**config.mk**
```make
export PLATFORM = sky130hd
export DESIGN_NAME = sram_cycle_front
export DESIGN_NICKNAME = d
export VERILOG_FILES = /design/src/rtl/sram_fe_pkg.sv /design/src/rtl/sram_fe_sync.sv /design/src/rtl/sram_fe_timer.sv /design/src/rtl/sram_fe_array.sv /design/src/rtl/sram_cycle_front.sv
export SDC_FILE = /design/constraint.sdc
export NUM_CORES = 1
export LEC_CHECK = 0
export BUFFER_PORTS_ARGS = -buffer_cell sky130_fd_sc_hd__clkbuf_2
export CORE_UTILIZATION = 30
export DETAILED_ROUTE_END_ITERATION = 16
export GPL_TIMING_DRIVEN = 0
export PLACE_DENSITY = 0.49
export SYNTH_ARGS = -nofsm -noshare
export SYNTH_HDL_FRONTEND = slang
export SYNTH_SLANG_ARGS = --single-unit
```
**constraint.sdc**
```tcl
create_clock -name clk -period 7.1 [get_ports clk]
set_input_delay 1.42 -clock clk [delete_from_list [all_inputs] [get_ports clk]]
set_output_delay 1.42 -clock clk [all_outputs]
set_load 0.05 [all_outputs]
```
**src/rtl/sram_fe_pkg.sv**
```systemverilog
package sram_fe_pkg;

   typedef enum logic [1:0] {
      CYC_IDLE  = 2'd0,
      CYC_READ  = 2'd1,
      CYC_WRITE = 2'd2
   } cyc_e;

   function automatic int unsigned max3(input int unsigned a,
                                        input int unsigned b,
                                        input int unsigned c);
      int unsigned m;
      m = (a > b) ? a : b;
      return (m > c) ? m : c;
   endfunction

   function automatic int unsigned width_for(input int unsigned v);
      return (v < 2) ? 1 : $clog2(v + 1);
   endfunction

endpackage

```
**src/rtl/sram_fe_sync.sv**
```systemverilog
module sram_fe_sync #(
   parameter int unsigned W      = 1,
   parameter int unsigned STAGES = 2
) (
   input  logic         clk,
   input  logic         rst_n,
   input  logic [W-1:0] d,
   output logic [W-1:0] q
);

   if (W < 1) begin : g_bad_w
      $error("sram_fe_sync: W must be at least 1");
   end
   if (STAGES < 1) begin : g_bad_stages
      $error("sram_fe_sync: STAGES must be at least 1");
   end

   if (STAGES == 1) begin : g_single
      logic [W-1:0] r;
      always_ff @(posedge clk or negedge rst_n) begin
         if (!rst_n) r <= '0;
         else        r <= d;
      end
      assign q = r;
   end else begin : g_chain
      logic [W-1:0] stg [STAGES];
      always_ff @(posedge clk or negedge rst_n) begin
         if (!rst_n) begin
            for (int i = 0; i < STAGES; i++) stg[i] <= '0;
         end else begin
            stg[0] <= d;
            for (int i = 1; i < STAGES; i++) stg[i] <= stg[i-1];
         end
      end
      assign q = stg[STAGES-1];
   end

endmodule

```
**src/rtl/sram_fe_timer.sv**
```systemverilog
module sram_fe_timer #(
   parameter int unsigned      NCH = 3,
   parameter int unsigned      CW  = 3,
   parameter logic [NCH*CW-1:0] THR = '0
) (
   input  logic           clk,
   input  logic           rst_n,
   input  logic [NCH-1:0] restart,
   output logic           ready
);

   localparam logic [CW-1:0] AGE_SAT = {CW{1'b1}};

   logic [NCH-1:0] ok;

   for (genvar ch = 0; ch < NCH; ch++) begin : g_ch
      localparam logic [CW-1:0] LIMIT = THR[ch*CW +: CW];
      logic [CW-1:0] age;

      always_ff @(posedge clk or negedge rst_n) begin
         if (!rst_n)               age <= AGE_SAT;
         else if (restart[ch])     age <= '0;
         else if (age != AGE_SAT)  age <= age + 1'b1;
      end

      assign ok[ch] = !restart[ch] && (age >= LIMIT);
   end

   assign ready = &ok;

endmodule

```
**src/rtl/sram_fe_array.sv**
```systemverilog
module sram_fe_array #(
   parameter int unsigned AW = 6,
   parameter int unsigned DW = 8
) (
   input  logic          clk,
   input  logic          wr_en,
   input  logic [AW-1:0] wr_addr,
   input  logic [DW-1:0] wr_data,
   input  logic [AW-1:0] rd_addr,
   output logic [DW-1:0] rd_data
);

   localparam int unsigned DEPTH = 1 << AW;

   if (DEPTH > 4096) begin : g_too_deep
      $error("sram_fe_array: array depth exceeds 4096 entries");
   end

   logic [DW-1:0] cells [DEPTH];

   always_ff @(posedge clk) begin
      if (wr_en) cells[wr_addr] <= wr_data;
   end

   assign rd_data = cells[rd_addr];

endmodule

```
**src/rtl/sram_cycle_front.sv**
```systemverilog
module sram_cycle_front
   import sram_fe_pkg::*;
#(
   parameter int unsigned ADDR_W      = 6,
   parameter int unsigned DATA_W      = 8,
   parameter int unsigned SYNC_STAGES = 2,
   parameter int unsigned T_ADDR      = 4,
   parameter int unsigned T_CS        = 3,
   parameter int unsigned T_OE        = 1,
   parameter int unsigned T_REC       = 3
) (
   input  logic              clk,
   input  logic              rst_n,
   input  logic              cs_n,
   input  logic              oe_n,
   input  logic              we_n,
   input  logic [ADDR_W-1:0] addr,
   input  logic [DATA_W-1:0] din,
   input  logic              wprot,
   output logic [DATA_W-1:0] dout,
   output logic              dout_en,
   output logic              proto_err,
   output logic [1:0]        cyc_state
);

   localparam int unsigned MAXD = max3(T_ADDR, T_CS, T_OE);
   localparam int unsigned CW   = width_for(MAXD + 1);
   localparam int unsigned RW   = width_for(T_REC + 1);
   localparam int unsigned BUSW = ADDR_W + DATA_W;
   localparam logic [3*CW-1:0] THR_PACK = {CW'(T_OE), CW'(T_CS), CW'(T_ADDR)};
   localparam logic [RW-1:0]   REC_LOAD = RW'(T_REC);

   if (ADDR_W < 1 || ADDR_W > 12) begin : g_bad_aw
      $error("sram_cycle_front: ADDR_W must lie in 1..12");
   end
   if (DATA_W < 1) begin : g_bad_dw
      $error("sram_cycle_front: DATA_W must be at least 1");
   end
   if (SYNC_STAGES < 1) begin : g_bad_sync
      $error("sram_cycle_front: SYNC_STAGES must be at least 1");
   end

   // control strobes converted to active-high, then synchronized
   logic [3:0] ctl_raw, ctl_s;
   assign ctl_raw = {wprot, ~we_n, ~oe_n, ~cs_n};

   sram_fe_sync #(.W(4), .STAGES(SYNC_STAGES)) u_ctl_sync (
      .clk  (clk),
      .rst_n(rst_n),
      .d    (ctl_raw),
      .q    (ctl_s)
   );

   // address and data delayed by the same depth to stay aligned
   logic [BUSW-1:0] bus_raw, bus_s;
   assign bus_raw = {addr, din};

   sram_fe_sync #(.W(BUSW), .STAGES(SYNC_STAGES)) u_bus_pipe (
      .clk  (clk),
      .rst_n(rst_n),
      .d    (bus_raw),
      .q    (bus_s)
   );

   logic              cs_s, oe_s, we_s, wp_s;
   logic [ADDR_W-1:0] addr_s;
   logic [DATA_W-1:0] din_s;

   assign cs_s   = ctl_s[0];
   assign oe_s   = ctl_s[1];
   assign we_s   = ctl_s[2];
   assign wp_s   = ctl_s[3];
   assign addr_s = bus_s[BUSW-1:DATA_W];
   assign din_s  = bus_s[DATA_W-1:0];

   // history registers
   logic              cs_prev, oe_prev, we_prev, win_q;
   logic [ADDR_W-1:0] addr_prev;
   logic [DATA_W-1:0] din_prev;
   logic [RW-1:0]     rec_cnt;

   logic cs_act, busy, rec_idle, rd_sel, wr_win, addr_ev, commit, rd_ready, rd_valid;

   assign cs_act   = cs_s & ~wp_s;
   assign busy     = (rec_cnt != '0);
   assign rec_idle = ~busy;
   assign addr_ev  = (addr_s != addr_prev);
   assign rd_sel   = cs_act & oe_s & ~we_s & ~busy;
   assign wr_win   = cs_act & we_s & (win_q | ~busy);
   assign commit   = win_q & ~wr_win & ~wp_s;

   always_ff @(posedge clk or negedge rst_n) begin
      if (!rst_n) begin
         cs_prev   <= 1'b0;
         oe_prev   <= 1'b0;
         we_prev   <= 1'b0;
         win_q     <= 1'b0;
         addr_prev <= '0;
         din_prev  <= '0;
      end else begin
         cs_prev   <= cs_act;
         oe_prev   <= oe_s;
         we_prev   <= we_s;
         win_q     <= wr_win;
         addr_prev <= addr_s;
         din_prev  <= din_s;
      end
   end

   // write recovery: loaded when write enable releases, counts only while it stays high
   always_ff @(posedge clk or negedge rst_n) begin
      if (!rst_n)                rec_cnt <= '0;
      else if (we_prev && !we_s) rec_cnt <= REC_LOAD;
      else if (!we_s && busy)    rec_cnt <= rec_cnt - 1'b1;
   end

   // per-event access timing: address, chip select, output enable
   logic [2:0] restart;
   assign restart[0] = addr_ev;
   assign restart[1] = ~cs_act | ~cs_prev;
   assign restart[2] = ~oe_s | ~oe_prev;

   sram_fe_timer #(.NCH(3), .CW(CW), .THR(THR_PACK)) u_timer (
      .clk    (clk),
      .rst_n  (rst_n),
      .restart(restart),
      .ready  (rd_ready)
   );

   assign rd_valid = rd_sel & rd_ready;

   logic [DATA_W-1:0] rd_data;

   sram_fe_array #(.AW(ADDR_W), .DW(DATA_W)) u_array (
      .clk    (clk),
      .wr_en  (commit),
      .wr_addr(addr_prev),
      .wr_data(din_prev),
      .rd_addr(addr_s),
      .rd_data(rd_data)
   );

   // registered pin-side outputs
   logic [DATA_W-1:0] dout_q;
   logic              dout_en_q, proto_q;

   always_ff @(posedge clk or negedge rst_n) begin
      if (!rst_n) begin
         dout_q    <= '0;
         dout_en_q <= 1'b0;
         proto_q   <= 1'b0;
      end else begin
         dout_en_q <= rd_valid;
         if (rd_valid) dout_q <= rd_data;
         proto_q   <= win_q & wr_win & addr_ev;
      end
   end

   cyc_e cyc;
   always_comb begin
      if (wr_win)      cyc = CYC_WRITE;
      else if (rd_sel) cyc = CYC_READ;
      else             cyc = CYC_IDLE;
   end

   assign dout      = dout_q;
   assign dout_en   = dout_en_q;
   assign proto_err = proto_q;
   assign cyc_state = cyc;

endmodule

```
## Word level (Yosys, flattened, before mapping)

Memories as Yosys holds them, arrays and structs flattened. A register that Yosys moved wholly into a read port is not among the register bits.
Index checks and enable logic that the tools add are counted.

- Memories: 1
- Word-level logic and storage cells: 81
- Memory bits (writable): 512
- Flip-flop bits (word level): 68
- Output and inout port bits: 12
- Input port bits: 20

Memories:

| name | words | width | rd ports | clocked after memory_dff | write ports | line | source |
|---|---|---|---|---|---|---|---|
| u_array.cells | 64 | 8 | 1 | 1 | 1 | sram_fe_array.sv:19 | `logic [DW-1:0] cells [DEPTH];` |

- Equal/unequal tests: 4
- Order comparisons: 3
- Multiplexer cells: 12
- Bitwise logic cells: 25
- Reduce and logical (&&, ||, !) cells: 16
- Add/sub/neg operators: 4

Operators by type and width:

| kind | count |
|---|---|
| 3-bit 2-to-1 mux | 8 |
| 1-bit AND | 11 |
| 1-bit NOT | 11 |
| 3-bit by 1-bit adder with 3-bit output, second input constant | 3 |
| 3-bit inequality test, second input constant | 3 |
| 2-bit nonzero test | 4 |
| 6-bit inequality test | 1 |
| 1-bit logical AND | 5 |
| 1-bit zero test | 5 |
| 3-bit by 1-bit >= comparator with 1-bit output, second input constant | 1 |
| 3-bit by 2-bit >= comparator with 1-bit output, second input constant | 1 |
| 3-bit >= comparator, second input constant | 1 |
| 1-bit 2-to-1 mux | 3 |
| 1-bit OR | 3 |
| 3-bit AND reduction | 1 |
| 3-bit nonzero test | 1 |
| 3-bit by 1-bit subtractor with 3-bit output, second input constant | 1 |
| 2-bit 2-to-1 mux | 1 |

## Logic depth before layout (Yosys ltp)

- Depth in word-level cells: 9
- Mapped depth: 10
- Gate-level depth less buffers: 8

## By module

A second synthesis with hierarchy kept.

- Cells, all modules: 1,110
- Area, all modules: 22,718.0 um2

By module, submodules not included:

| module | seq. area each (um2) | times used | cells an instance | area each (um2) |
|---|---|---|---|---|
| sram_fe_array | 15,374.7 | 1 | 932 | 20,006.7 |
| sram_cycle_front | 775.7 | 1 | 83 | 1,182.4 |
| sram_fe_sync (u_bus_pipe) | 700.7 | 1 | 42 | 805.8 |
| sram_fe_timer | 236.5 | 1 | 41 | 493.0 |
| sram_fe_sync (u_ctl_sync) | 200.2 | 1 | 12 | 230.2 |

## Worst setup path after synthesis

OpenSTA, ideal clock, no wires.

- Kind: reg-to-output
- Start point: reg rec_cnt[0]
- End point: out cyc_state[1]
- Stages on the path, launching flop included: 6
- Required time: 5,680 ps
- Path slack: 4,458 ps
- Arrival time: 1,222 ps
- Path buffers: 1
- Cells stage by stage: dfrtp_1 inv_1 ha_1 ha_1 o211a_1 buf_4

- Word-level cells in the longest chain between the ends: 5

RTL lines:

| item | line | source |
|---|---|---|
| start: declaration | sram_cycle_front.sv:80 | `logic [RW-1:0] rec_cnt;` |
| start signal: assignment | sram_cycle_front.sv:114 | `else if (!we_s && busy) rec_cnt <= rec_cnt - 1'b1;` |
| 3-bit nonzero test | sram_cycle_front.sv:85 | `assign busy = (rec_cnt != '0);` |
| 1-bit NOT | sram_cycle_front.sv:89 | `assign wr_win = cs_act & we_s & (win_q \| ~busy);` |
| 1-bit OR | sram_cycle_front.sv:89 |  |
| 1-bit AND | sram_cycle_front.sv:89 |  |
| net wr_win | sram_cycle_front.sv:82 | `logic cs_act, busy, rec_idle, rd_sel, wr_win, addr_ev, commit, rd_ready, rd_valid;` |
| 2-bit 2-to-1 mux | sram_cycle_front.sv:161 | `if (wr_win) cyc = CYC_WRITE;` |
| end: declaration | sram_cycle_front.sv:23 | `output logic [1:0] cyc_state` |

The timed path passes the listed nets, and every way through them passes these cells.

## Final worst setup path

- Start point: reg u_ctl_sync.g_chain.stg (netlist bit u_ctl_sync.q[2])
- End point: mem u_array.cells[23][2] (enable)

- Word-level cells in the longest chain between the ends: 7

RTL lines:

| item | line | source |
|---|---|---|
| start: declaration | sram_fe_sync.sv:26 | `logic [W-1:0] stg [STAGES];` |
| 1-bit AND (2 in series) | sram_cycle_front.sv:89 |  |
| 1-bit NOT | sram_cycle_front.sv:90 | `assign commit = win_q & ~wr_win & ~wp_s;` |
| 1-bit AND (2 in series) | sram_cycle_front.sv:90 |  |
| 1-bit 2-to-1 mux | sram_fe_array.sv:22 | `if (wr_en) cells[wr_addr] <= wr_data;` |
| 1-bit 2-to-1 mux (implied by the code) | sram_fe_array.sv:22 |  |
| end: declaration | sram_fe_array.sv:19 |  |

Every way passes these cells.

==> impl_metrics.py <==
metrics = {
    "cts": {
        "clkTransAtPathRegs_ns": 0.06,
        "clk-insertion-delay-late_ns": 0.62,
        "hold_buffers": 0,
        "postCtsSetupRepairBufs": 0,
        "cts_resized": 0,
        "clockBufferDepth": 3,
        "cts_buffers": 59,
        "cts_root_buf": "clkbuf_16",
        "cts_sinks": 588,
        "cts_tree": "yes",
        "htreeDepth": 2,
    },
    "worst_hold_path": {
        "holdPathStages": 0,
        "hp-class": "flip-flop to flip-flop",
        "hold_path.startpoint": "u_bus_pipe.q[4]",
        "min_to": "din_prev[4]",
    },
    "sta": {
        "setup_tns_ns": 0,
        "skew_ns": 0.0325,
        "setup_viol": 0,
        "fmax_ghz": 0.260,
        "worst_pin_slew_ns": 1.19,
        "finalCritPeriodShare_pct": 54.3,
        "finalHoldViolCount": 0,
        "report.final.slew_viol_count": 0,
        "rsz0062_at_grt": "false",
        "fin_crit_ns": 3.85,
        "relSlewSlack_pct": 18.8,
    },
    "route": {
        "finalWirelength_mm": 58.1,
        "wl_per_cell_um": 26.4,
        "drtPass1Iterations": 5,
        "viasPerCell": 5.01,
        "dr_total_vias": 11100,
        "drt_iter0_markers": 1126,
        "drtAntennaViolNets": 0,
        "drc": 0,
    },
    "place": {
        "dp_hpwl_mm": 38.2,
        "gp_congestion": 0.856,
        "numPortBuffers": 31,
    },
    "layout": {
        "drive_gt1_share_pct": 24.2,
        "finalNetCount": 1228,
        "fillers": 6829,
        "syn_to_final_growth_pct": 15.9,
        "seq_area_um2": 17300,
        "multi_input_area_um2": 4780,
        "n_antenna_cell": 0,
    },
    "die": {
        "coreArea_um2": 73500,
        "die_width_um": 275,
        "die-area_um2": 75900,
        "die_y_um": 275,
        "row_count": 99,
        "start_util_pct": 30.6,
        "io_pins": 32,
    },
    "synthesis": {
        "synth_edf_count": 512,
        "synthArstFlopShare_pct": 12.9,
        "ys.flop_type": "edfxtp_1",
        "synth_fp_nets": 1127,
        "ys_types": 51,
        "yosys_register_bits": 588,
        "seq_area_frac_synth_pct": 77.0,
        "post_synth.cell_area_avg_um2": 20.5,
        "syn_inst": 1097,
        "ys.warnings.count": 0,
        "mappedNetlistArea_um2": 22400,
    },
    "worst_setup_path": {
        "crit_fanout": 9,
        "rrSetupSlack_ns": 3.25,
        "required_ns": 7.33,
        "critPathMaxStageDelay_ns": 1.06,
        "cp_slowest_cell": "nor2_1",
        "critPathLaunchType": "flip-flop",
        "rr_endpoint": "u_array.cells[23][2]",
        "critical_path.endpoint_type": "flip-flop",
        "worstSetupPathType": "flip-flop to flip-flop",
        "path_cells": "buf_2, a2111oi_0, nand3_1, nor2_1",
        "cp.arrival_ns": 4.09,
        "r2r_cells": 4,
        "reg2reg_from": "u_ctl_sync.q[2]",
    },
    "power": {
        "vdd_ir_drop_max_mv": 0.170,
        "finalPower_mw": 7.33,
        "power.leakage_nw": 8.48,
        "power_density_nw_per_um2": 282,
    },
    "global_route": {
        "overflow": 0,
        "grt_pass1_wl_mm": 84.3,
        "antenna_found_initial": 0,
        "grt_pass1_vias": 11400,
        "gr-usage-all-layers_pct": 15.7,
        "grt_max_degree": 59,
    },
    "flow_run": {
        "drv_cap": 0,
    },
    "run_status": {
        "outcome": "finished, final reports clean",
    },
}
## worst max-delay path: cells and delay by family, from the launching register on
| kind | cells | cell delay [ns] |
|---|---|---|
| buf+inv | 1 | 0.17 |
| simple gates | 2 | 1.89 |
| flops | 1 | 0.37 |
| compound gates | 1 | 1.04 |
## report_power, final
group / switching, mW / leakage (nW) / total, mW / internal [mW]
clock network: 1.31 / 0.978 / 3.20 / 1.89
logic: 0.198 / 2.01 / 0.318 / 0.120
registers: 0.0332 / 5.49 / 3.81 / 3.78
total: 1.54 / 8.48 / 7.33 / 5.79
## cell usage in the layout, fill, tap and decap left out, types with 5 or more instances in the layout
master	Yosys	routed
buf_2	22	22
buf_12	2	8
clkbuf_16	0	62
clkinv_1	0	7
dfrtp_2	0	8
o22a_1	7	7
a21oi_1	6	6
mux4_2	121	121
bufinv_16	0	6
clkbuf_2	0	30
a22oi_1	16	16
nor2_1	84	84
mux2i_1	36	36
dfstp_2	9	9
a31oi_1	12	12
a211oi_1	5	5
xnor2_1	6	6
clkbuf_1	21	35
a32oi_1	7	7
nand2_1	39	39
clkinv_2	0	8
edfxtp_1	512	512
nor2b_1	13	13
nand4_1	10	10
o211ai_1	5	5
clkbuf_8	0	8
nand3_1	12	12
inv_1	15	15
ha_1	10	10
dfrtp_1	67	59
## stage by stage
step | setup WS [ns] | hold slack (ns) | cell area (um^2) | std cells | utilization, %
after floorplan | 4.46 | 0.331 | 22400 | 1097 | -
after global placement | 3.33 | 0.333 | 23800 | 2087 | 32.4
after detailed placement | 3.30 | 0.336 | 24000 | 2096 | 32.7
after CTS | 3.23 | 0.349 | 26000 | 2205 | 35.4
after global routing | 3.06 | 0.354 | 26000 | 2205 | 35.4
final | 3.25 | 0.346 | 26000 | 2205 | 35.4
## cells in the mapped netlist, types with 13 or more instances
library cell | number | area, um^2
a22oi_1 | 16 | 120
buf_2 | 22 | 110
clkbuf_1 | 21 | 78.8
dfrtp_1 | 67 | 1680
edfxtp_1 | 512 | 15400
inv_1 | 15 | 56.3
mux2i_1 | 36 | 360
mux4_2 | 121 | 2730
nand2_1 | 39 | 146
nor2_1 | 84 | 315
nor2b_1 | 13 | 81.3
## sequential cells by signal, summed over array words and instances, names as in the netlist
| name | flops |
|---|---|
| addr_prev | 6 |
| cs_prev | 1 |
| din_prev | 8 |
| dout | 8 |
| dout_en | 1 |
| oe_prev | 1 |
| proto_err | 1 |
| rec_cnt | 3 |
| u_array.cells | 512 |
| u_bus_pipe.g_chain.stg | 14 |
| u_bus_pipe.q | 14 |
| u_ctl_sync.g_chain.stg | 4 |
| u_ctl_sync.q | 4 |
| u_timer.g_ch.age | 9 |
| we_prev | 1 |
| win_q | 1 |
## kinds of logic after synthesis
kind of cell               after synthesis  synth area share, %
buffers and inverters                   71                 1.64
AOI/OAI and AO/OA                       74                 2.38
muxes                                  161                 14.2
adders and majority gates               10                0.558
xor gates and xnor gates                 9                0.351
DFF                                    588                 77.0
and+or+nand+nor                        184                 3.82
## cell type report
class / count / share of cell area, %
flip-flops and latches: 588 / 66.5
multi-input cells: 438 / 18.4
clock buffers: 84 / 6.59
well taps: 959 / 4.61
repair buffers: 40 / 1.39
plain buffers: 56 / 1.20
clock inverters: 25 / 1.08
inverters: 15 / 0.217
## worst max path at each step
stage	startpoint	to	cells past startpoint
floorplan	rec_cnt[0]	cyc_state[1]	5
CTS	u_ctl_sync.q[2]	u_array.cells[23][7]	4
detailed placement	u_ctl_sync.q[2]	u_array.cells[47][0]	4
finish	u_ctl_sync.q[2]	u_array.cells[23][2]	4
global placement	u_ctl_sync.q[2]	u_array.cells[23][5]	4
global route	u_ctl_sync.q[2]	u_array.cells[45][7]	4
## per-layer routing
layer	GRT usage, %	routed length, um	part of all wire, %
met4	4.03	1140	2.0
met1	23.3	27000	46
met2	23.7	26300	45
met5	0	0	0
met3	2.93	3710	6.4
Note: power is estimated with default switching activity, not from simulation.
